## src/rtl/tcq_pkg.sv

```systemverilog
package tcq_pkg;

    typedef enum logic [1:0] {
        RES_IDS  = 2'd0,
        RES_REAL = 2'd1,
        RES_SEGF = 2'd2
    } res_kind_e;

    typedef enum logic [1:0] {
        VEC_NONE = 2'd0,
        VEC_ISEG = 2'd1,
        VEC_DSEG = 2'd2
    } seg_vec_e;

    typedef enum logic [1:0] {
        ACC_LOAD  = 2'd0,
        ACC_STORE = 2'd1,
        ACC_FETCH = 2'd2
    } access_e;

    typedef enum logic {
        ST_EMPTY = 1'b0,
        ST_FULL  = 1'b1
    } hs_state_e;

endpackage

```

## src/rtl/tcq_range_check.sv

```systemverilog
module tcq_range_check #(
    parameter int FIELD_W = 10
) (
    input  logic [FIELD_W-1:0] field,
    output logic               bad
);
    // any reserved bit set disqualifies the address
    always_comb begin
        bad = |field;
    end
endmodule

```

## src/rtl/tcq_quadrant_map.sv

```systemverilog
module tcq_quadrant_map #(
    parameter int PART_W = 32,
    parameter int PROC_W = 32
) (
    input  logic [1:0]        quad,
    input  logic              hv,
    input  logic [PART_W-1:0] part_reg,
    input  logic [PROC_W-1:0] proc_reg,
    output logic [PART_W-1:0] part_id,
    output logic [PROC_W-1:0] proc_id,
    output logic              illegal
);
    always_comb begin
        part_id = '0;
        proc_id = '0;
        illegal = 1'b0;
        if (hv) begin
            unique case (quad)
                2'd0: proc_id = proc_reg;
                2'd1: begin
                    part_id = part_reg;
                    proc_id = proc_reg;
                end
                2'd2: part_id = part_reg;
                default: ;
            endcase
        end else begin
            unique case (quad)
                2'd0: begin
                    part_id = part_reg;
                    proc_id = proc_reg;
                end
                2'd3: part_id = part_reg;
                default: illegal = 1'b1;
            endcase
        end
    end

    // a guest never gets IDs from the two closed quadrants
    always_comb begin
        if (!hv && (quad == 2'd1 || quad == 2'd2))
            a_guest_closed_r4: assert (illegal && part_id == '0 && proc_id == '0);
    end
endmodule

```

## src/rtl/tcq_real_addr.sv

```systemverilog
module tcq_real_addr #(
    parameter int EA_W     = 64,
    parameter int CLR_BITS = 4
) (
    input  logic [EA_W-1:0] ea,
    input  logic [EA_W-1:0] offset,
    output logic [EA_W-1:0] raddr
);
    logic [EA_W-1:0] stripped;

    generate
        if (CLR_BITS == 0) begin : g_noclr
            assign stripped = ea;
        end else begin : g_clr
            assign stripped = {{CLR_BITS{1'b0}}, ea[EA_W-CLR_BITS-1:0]};
        end
    endgenerate

    // offset applies only in the lower half of the address space
    always_comb begin
        raddr = ea[EA_W-1] ? stripped : (stripped | offset);
    end
endmodule

```

## src/rtl/tcq_fault_sel.sv

```systemverilog
module tcq_fault_sel
    import tcq_pkg::*;
#(
    parameter int EA_W = 64
) (
    input  logic            fault,
    input  logic [1:0]      access,
    input  logic [EA_W-1:0] ea,
    output seg_vec_e        vector,
    output logic [EA_W-1:0] fault_addr,
    output logic            clr_err
);
    always_comb begin
        vector     = VEC_NONE;
        fault_addr = '0;
        clr_err    = 1'b0;
        if (fault) begin
            clr_err = 1'b1;
            if (access == ACC_FETCH) begin
                vector = VEC_ISEG;
            end else begin
                vector     = VEC_DSEG;
                fault_addr = ea;
            end
        end
    end
endmodule

```

## src/rtl/tcq_context_qualifier.sv

```systemverilog
module tcq_context_qualifier
    import tcq_pkg::*;
#(
    parameter int EA_W     = 64,
    parameter int PART_W   = 32,
    parameter int PROC_W   = 32,
    parameter int CHK_HI   = 61,
    parameter int CHK_LO   = 52,
    parameter int CLR_BITS = 4
) (
    input  logic              clk,
    input  logic              rst_n,
    input  logic              req_valid,
    output logic              req_ready,
    input  logic [EA_W-1:0]   req_ea,
    input  logic [1:0]        req_access,
    input  logic              req_hv,
    input  logic              req_reloc,
    input  logic [PART_W-1:0] part_reg,
    input  logic [PROC_W-1:0] proc_reg,
    input  logic [EA_W-1:0]   real_offset,
    output logic              rsp_valid,
    input  logic              rsp_ready,
    output logic [1:0]        rsp_kind,
    output logic [PART_W-1:0] rsp_part,
    output logic [PROC_W-1:0] rsp_proc,
    output logic [EA_W-1:0]   rsp_raddr,
    output logic [1:0]        rsp_vector,
    output logic [EA_W-1:0]   rsp_fault_addr,
    output logic              rsp_clr_err
);
    localparam int CHK_W  = CHK_HI - CHK_LO + 1;
    localparam int QUAD_H = EA_W - 1;
    localparam int QUAD_L = EA_W - 2;

    hs_state_e state_q, state_d;
    logic      accept;

    logic              range_bad;
    logic              quad_illegal;
    logic [PART_W-1:0] map_part;
    logic [PROC_W-1:0] map_proc;
    logic [EA_W-1:0]   real_addr;
    logic              real_mode;
    logic              seg_fault;
    seg_vec_e          vec_d;
    logic [EA_W-1:0]   faddr_d;
    logic              clr_d;

    res_kind_e         kind_d;
    logic [PART_W-1:0] part_d;
    logic [PROC_W-1:0] proc_d;
    logic [EA_W-1:0]   raddr_d;

    tcq_range_check #(.FIELD_W(CHK_W)) u_range (
        .field (req_ea[CHK_HI:CHK_LO]),
        .bad   (range_bad)
    );

    tcq_quadrant_map #(.PART_W(PART_W), .PROC_W(PROC_W)) u_quad (
        .quad     (req_ea[QUAD_H:QUAD_L]),
        .hv       (req_hv),
        .part_reg (part_reg),
        .proc_reg (proc_reg),
        .part_id  (map_part),
        .proc_id  (map_proc),
        .illegal  (quad_illegal)
    );

    tcq_real_addr #(.EA_W(EA_W), .CLR_BITS(CLR_BITS)) u_real (
        .ea     (req_ea),
        .offset (real_offset),
        .raddr  (real_addr)
    );

    tcq_fault_sel #(.EA_W(EA_W)) u_fault (
        .fault      (seg_fault),
        .access     (req_access),
        .ea         (req_ea),
        .vector     (vec_d),
        .fault_addr (faddr_d),
        .clr_err    (clr_d)
    );

    // result selection: real mode bypasses qualification entirely
    always_comb begin
        real_mode = req_hv && !req_reloc;
        seg_fault = !real_mode && (range_bad || quad_illegal);
        kind_d    = RES_IDS;
        part_d    = '0;
        proc_d    = '0;
        raddr_d   = '0;
        if (real_mode) begin
            kind_d  = RES_REAL;
            raddr_d = real_addr;
        end else if (seg_fault) begin
            kind_d = RES_SEGF;
        end else begin
            part_d = map_part;
            proc_d = map_proc;
        end
    end

    // handshake state machine
    always_comb begin
        req_ready = (state_q == ST_EMPTY) || rsp_ready;
        accept    = req_valid && req_ready;
        state_d   = state_q;
        unique case (state_q)
            ST_EMPTY: if (req_valid) state_d = ST_FULL;
            ST_FULL:  if (rsp_ready && !req_valid) state_d = ST_EMPTY;
            default:  state_d = ST_EMPTY;
        endcase
    end

    always_ff @(posedge clk) begin
        if (!rst_n) state_q <= ST_EMPTY;
        else        state_q <= state_d;
    end

    // output registers, loaded on acceptance only
    always_ff @(posedge clk) begin
        if (!rst_n) begin
            rsp_kind       <= RES_IDS;
            rsp_part       <= '0;
            rsp_proc       <= '0;
            rsp_raddr      <= '0;
            rsp_vector     <= VEC_NONE;
            rsp_fault_addr <= '0;
            rsp_clr_err    <= 1'b0;
        end else if (accept) begin
            rsp_kind       <= kind_d;
            rsp_part       <= part_d;
            rsp_proc       <= proc_d;
            rsp_raddr      <= raddr_d;
            rsp_vector     <= vec_d;
            rsp_fault_addr <= faddr_d;
            rsp_clr_err    <= clr_d;
        end
    end

    assign rsp_valid = (state_q == ST_FULL);

    // reserved-field violation outside real mode yields a fault
    p_reserved_fault_r1: assert property (@(posedge clk) disable iff (!rst_n)
        (accept && !(req_hv && !req_reloc) && (|req_ea[CHK_HI:CHK_LO]))
        |=> (rsp_kind == RES_SEGF && rsp_part == '0 && rsp_proc == '0));

    // guest access to quadrant 1 or 2 faults
    p_guest_quad_r4: assert property (@(posedge clk) disable iff (!rst_n)
        (accept && !req_hv && (req_ea[QUAD_H:QUAD_L] == 2'd1 || req_ea[QUAD_H:QUAD_L] == 2'd2))
        |=> rsp_kind == RES_SEGF);

    // hypervisor with relocation off gives a real address
    p_real_mode_r5: assert property (@(posedge clk) disable iff (!rst_n)
        (accept && req_hv && !req_reloc) |=> rsp_kind == RES_REAL);

    // a vector is reported exactly for fault results
    p_vector_r6: assert property (@(posedge clk) disable iff (!rst_n)
        rsp_valid |-> ((rsp_kind == RES_SEGF) == (rsp_vector != VEC_NONE)
                       && (rsp_kind == RES_SEGF) == rsp_clr_err));

    // guest with relocation off is never a real-address result
    p_guest_no_real_r7: assert property (@(posedge clk) disable iff (!rst_n)
        (accept && !req_hv) |=> rsp_kind != RES_REAL);

    // acceptance produces a result on the next cycle
    p_accept_valid_r8: assert property (@(posedge clk) disable iff (!rst_n)
        accept |=> rsp_valid);

    // a refused result holds still
    p_hold_stable_r8: assert property (@(posedge clk) disable iff (!rst_n)
        (rsp_valid && !rsp_ready) |=> (rsp_valid && $stable(rsp_kind) && $stable(rsp_part)
            && $stable(rsp_proc) && $stable(rsp_raddr) && $stable(rsp_fault_addr)));

    // while holding, ready follows the consumer
    p_ready_follow_r10: assert property (@(posedge clk) disable iff (!rst_n)
        rsp_valid |-> (req_ready == rsp_ready));

    // with nothing held the block can always accept
    p_empty_ready_r9: assert property (@(posedge clk) disable iff (!rst_n)
        !rsp_valid |-> req_ready);
endmodule

```

## config.mk

```make
export PLATFORM = sky130hd
export DESIGN_NAME = tcq_context_qualifier
export DESIGN_NICKNAME = d
export VERILOG_FILES = /design/src/rtl/tcq_pkg.sv /design/src/rtl/tcq_range_check.sv /design/src/rtl/tcq_quadrant_map.sv /design/src/rtl/tcq_real_addr.sv /design/src/rtl/tcq_fault_sel.sv /design/src/rtl/tcq_context_qualifier.sv
export SDC_FILE = /design/constraint.sdc
export NUM_CORES = 1
export LEC_CHECK = 0
export ABC_AREA = 1
export BUFFER_PORTS_ARGS = -buffer_cell sky130_fd_sc_hd__clkbuf_2
export CAP_MARGIN = 10
export CORE_AREA = 2 2 153 155
export DETAILED_ROUTE_END_ITERATION = 6
export DIE_AREA = 0 0 155 157
export PLACE_DENSITY = 0.7
export SETUP_SLACK_MARGIN = 0.1
export SYNTH_ARGS = -nofsm -noshare
export SYNTH_HDL_FRONTEND = slang
export SYNTH_SLANG_ARGS = --single-unit
export TNS_END_PERCENT = 5
```

## constraint.sdc

```tcl
create_clock -name clk -period 2.32 [get_ports clk]
set_input_delay 0.232 -clock clk [delete_from_list [all_inputs] [get_ports clk]]
set_output_delay 0.232 -clock clk [all_outputs]
set_load 0.005 [all_outputs]
```

**After elaboration in Yosys (flattened, before gate mapping)**

Cells that the tools add are included.

- Equality and inequality tests: 4
- Multiplexer cells: 24
- Bitwise logic cells: 2
- Reductions and logical operators: 14

Operators with widths:

| operator | number |
|---|---|
| 32-bit 2-to-1 mux | 10 |
| 64-bit 2-to-1 mux | 4 |
| 60-bit by 64-bit bitwise OR with 64-bit output | 1 |
| 10-bit OR reduction | 1 |
| 2-bit 2-to-1 mux | 4 |
| 2-bit == test (second input constant) | 3 |
| 2-bit OR reduction | 3 |
| 1-bit 2-to-1 mux | 5 |
| 1-bit logical AND | 4 |
| 1-bit logical NOT | 3 |
| 2-bit by 1-bit == test with 1-bit output (second input constant) | 1 |
| 2-bit logical NOT | 1 |
| 1-bit logical OR | 2 |
| 1-bit case mux with 2 select lines | 1 |
| 1-bit NOT | 1 |

- Register bits: 198
- Input bits: 200
- Output and inout bits: 199
- Word-level logic and storage cells: 52

**Logic depth before layout (Yosys ltp)**

- Depth after elaboration: 8
- Depth in mapped cells: 11
- Depth with buffers taken out: 10

**Cells and area by module**

Synthesis repeated with hierarchy kept, for this count alone.

- Cells, all modules: 1841
- Area total of the unflattened synthesis: 11431.0 sq um

Modules (own cells, without submodules):

| module | instances | cells an instance | area each (sq um) | seq. area each (sq um) |
|---|---|---|---|---|
| tcq_context_qualifier | 1 | 1272 | 8350.5 | 3963.8 |
| tcq_quadrant_map | 1 | 223 | 1261.2 | 0.0 |
| tcq_fault_sel | 1 | 142 | 1003.5 | 0.0 |
| tcq_real_addr | 1 | 195 | 777.0 | 0.0 |
| tcq_range_check | 1 | 9 | 38.8 | 0.0 |

**Worst setup path before layout**

No wires, ideal clock.

- Kind: input to register
- Start point: input req_ea[62]
- End point: register rsp_part[0]
- Library setup time: 132 ps
- Data arrival time: 1280 ps
- Data required time: 2188 ps
- Slack: 908 ps
- Stages: 8
- Buffers on the path: 1
- Cells stage by stage: inv_1 ha_1 or2_2 nand3_1 nor2_4 buf_4 nand3_1 a21oi_1

- Word-level cells in the longest chain between the ends: 8
- Elaborated cells between the ends (all ways): 15
- Those cells by class: eq/ne (3); mux (7); reduce/logical (5)

RTL lines:

| element | RTL line | text |
|---|---|---|
| start: declaration | tcq_context_qualifier.sv:15 | `input logic [EA_W-1:0] req_ea,` |
| 2-bit == test or 2-bit logical NOT (tied branches) | tcq_quadrant_map.sv:28 | `unique case (quad)` |
| 2-bit OR reduction (no source line) | - |  |
| 1-bit 2-to-1 mux | tcq_quadrant_map.sv:28 |  |
| 1-bit 2-to-1 mux | tcq_quadrant_map.sv:17 | `if (hv) begin` |
| 1-bit logical OR | tcq_context_qualifier.sv:88 | `seg_fault = !real_mode && (range_bad \|\| quad_illegal);` |
| 1-bit logical AND | tcq_context_qualifier.sv:88 |  |
| 32-bit 2-to-1 mux (*) | tcq_context_qualifier.sv:96 | `end else if (seg_fault) begin` |
| 32-bit 2-to-1 mux (*) | tcq_context_qualifier.sv:93 | `if (real_mode) begin` |
| end signal: assignment | tcq_context_qualifier.sv:133 | `rsp_part <= part_d;` |
| end: declaration | tcq_context_qualifier.sv:25 | `output logic [PART_W-1:0] rsp_part,` |

Every way passes the cells marked *; elsewhere a longest branch is shown, timed or not.
A chain may end at the register's enable or synchronous reset.

**Worst setup path in the final report**

- Start point: register state_q (netlist: rsp_valid)
- End point: register rsp_raddr[32]

- Word-level cells in the longest chain between the ends: 3

RTL lines:

| element | RTL line | text |
|---|---|---|
| start: declaration | tcq_context_qualifier.sv:36 | `hs_state_e state_q, state_d;` |
| start signal: assignment | tcq_context_qualifier.sv:118 | `else state_q <= state_d;` |
| 1-bit NOT | - |  |
| 1-bit logical OR | tcq_context_qualifier.sv:106 | `req_ready = (state_q == ST_EMPTY) \|\| rsp_ready;` |
| 1-bit logical AND | tcq_context_qualifier.sv:107 | `accept = req_valid && req_ready;` |
| end signal: assignment | tcq_context_qualifier.sv:135 | `rsp_raddr <= raddr_d;` |
| end: declaration | tcq_context_qualifier.sv:27 | `output logic [EA_W-1:0] rsp_raddr,` |

Every way passes these cells.

==> results.toml <==
[floorplan]
start_util = 0.3410
fp.dieW_um = 155
rows = 55
dieArea_mm2 = 0.02434
die_y_um = 157
boundaryPins = 399
core-area_mm2 = 0.02250

[layout]
drive_above_1_share = 0.3457
nets = 1534
antenna_cells = 0
synthToLayoutAreaGrowth_pct = 35.01

[logic_synthesis]
ys_warn_count = 0
synth_edf_count = 0
netlist.area_leader.share = 0.5139
yosys-top-cells-area = "dfxtp_1 (51%), nand2_1 (18%), a21oi_1 (8.9%), nand4_1 (5.2%), a31oi_1 (4.9%)"
yosysSeqAreaShare = 0.5139
syn_nets = 1183
ys_ff_latch = 197
syn_inst = 981
async_reset_ff_frac = 0
ys.flop_type = "dfxtp_1"
synth_top_area_cell = "dfxtp_1"
ys_types = 22
synth.cell_area_mm2 = 0.007674
avgSynthCellArea_um2 = 7.822

[global_route]
grt.total_usage = 0.2006
antenna_found_initial = 0
grt_overflow = 0
grt_pass1_vias = 7432
grt_pass1_wl_mm = 39.06
grt_max_degree = 146

[timing]
rsz0062_at_grt = "no"
max_slew_margin = 0.5529
hold_slack_ps = 26.57
fmax_mhz = 591.5
slew_violations = 0
worstMarginPinSlew_ps = 670.6
fin_setup_tns_ps = 0
min_period_ps = 1691
hold_viol = 0
skew_ps = 13.08
fin_crit_sh = 0.7287
setup_viol = 0

[clock_tree]
post-cts-setup-buffers = 0
insertion_delay_ps = 420
htreeDepth = 4
clockBufferDepth = 2
cts_hold_buffers = 0
cts_resized = 0
cts-root-buf = "clkbuf_16"
cts_tree = "yes"
cts_buffers = 17
clkTransAtPathRegs_ps = 80
cts_sinks = 197

[detailed_routing]
vias = 8123
drt_iter0_drc = 478
ant_nets = 0
wire_per_inst_um = 15.89
viasPerCell = 4.983
drc = 0
dr.pass1.iters = 4
totalWireLength_mm = 25.89

[worst_setup_path]
path_max_fanout = 38
crit_family = "simple AND/OR/NAND/NOR gates"
cp_common_cell = "nand2_2"
rr_worst_depth = 8
timing.rr.start = "rsp_valid"
worstPathCellList = "nand2_2 > nand2_8 > inv_2 > nand2_2 > nor2_8 > buf_4 > nand2_1 > a31oi_1"
worstPathArrival_ps = 2040
path_buf_inv = 2
cp.depth = 8
cp.required_ps = 2670
rr_endpoint = "rsp_raddr[32]"
cp_slowest_cell = "buf_4"
reg2reg_slack_ps = 630
endpoint = "rsp_raddr[32]"
crit_start = "rsp_valid"
critical_path_class = "flip-flop to flip-flop"
worstSetupEndpointType = "flip-flop"
start_kind = "flip-flop"
slowest_delay_ps = 370

[pwr]
power-per-cell-area_mw_per_mm2 = 708.4
p_leak_nw = 4.453
vdd_drop_max_mv = 0.3771

[placed_design]
portBuffers = 398
place_hpwl_mm = 18.44
gp_routability_congestion = 0.8483

[run_status]
status = "completed"

[run]
cap_violations = 0

[min_path]
hp-class = "input pin to flip-flop"
cells in the mapped netlist, types with 8 or more instances:
library cell,instances
nand3_1,36
nand4_1,64
a31oi_1,60
buf_6,18
nand2_1,361
buf_2,22
buf_4,8
dfxtp_1,197
a21oi_1,137
inv_1,11
nor2_1,10
clkbuf_1,32
flip-flops by register name, indices dropped and copies added (netlist names):
name,flops
rsp_kind,2
rsp_vector,2
rsp_raddr,64
rsp_valid,1
rsp_proc,32
rsp_fault_addr,64
rsp_part,32
stage by stage:
stage,total power [mW],util,cells,instance area (um2),setup slack [ps]
after CTS,7.424,0.4599,1629,10350,592.4
after global routing,7.632,0.4604,1630,10360,498.0
final,7.339,0.4604,1630,10360,629.4
after floorplan,3.950,-,981,7674,907.9
after global placement,4.340,0.4326,1597,9736,467.7
after detailed placement,4.343,0.4326,1597,9736,421.0
layer usage:
metal	share of wire	global-route usage
met4	0.023	0.06393
met1	0.41	0.2452
met3	0.075	0.05644
met5	0	0
met2	0.49	0.3422
report_power, final:
part | internal (mW) | switching (mW) | total [mW]
Combinational | 0.303 | 0.436 | 0.739
Clock | 1.59 | 1.49 | 3.08
Sequential | 3.47 | 0.0500 | 3.52
Total | 5.37 | 1.97 | 7.34
worst min-delay path, delay by kind of cell:
kind | cells | cell delay, ps
buffers and inverters | 1 | 80
AND/OR/NAND/NOR | 1 | 50
AO/OA/AOI/OAI | 1 | 50
kinds of logic after synthesis:
family                     Yosys count  synth area share
and+or+nand+nor                    483            0.2695
DFF                                197            0.5139
buffers and inverters              102           0.07501
adders and majority gates            2          0.003261
AOI/OAI and AO/OA                  197            0.1383
final cells by class:
cell class                 count  area [um2]
fill                        2274       12140
timing repair buffer         418        2207
sequential                   197        3944
clock inverter                14       175.2
tap                          285       356.6
clock buffer                  18       439.2
inverter                      16       65.06
multi-input combinational    682        3173
how the worst min path moves through the flow:
stage / start / end / slack [ps] / cells past startpoint
4_1_cts: proc_reg[6] / rsp_proc[6] / 1 / 3
6_report: proc_reg[10] / rsp_proc[10] / 30 / 3
5_1_grt: real_offset[62] / rsp_raddr[62] / 8 / 3
2_1_floorplan: req_valid / rsp_valid / 370 / 2
3_5_place_dp: rsp_fault_addr[1] / rsp_fault_addr[1] / 450 / 2
3_3_place_gp: rsp_fault_addr[23] / rsp_fault_addr[23] / 450 / 2
cell usage in the layout, fill, tap and decap left out, types with 2 or more instances in the layout:
master     Yosys  final
clkbuf_2       0    398
nand2_1      361    361
dfxtp_1      197    197
a21oi_1      137    137
nand4_1       64     64
a31oi_1       60     60
nand3_1       36     36
clkbuf_16      0     17
buf_4          8     14
inv_1         11     10
nor2_1        10     10
inv_2          5      5
inv_6          0      5
buf_12         0      5
inv_8          0      4
nand2_2        4      3
clkinv_8       0      3
nor2_2         3      2
nor2_4         1      2
ha_1           2      2
Note: power is estimated with default switching activity, not from simulation.
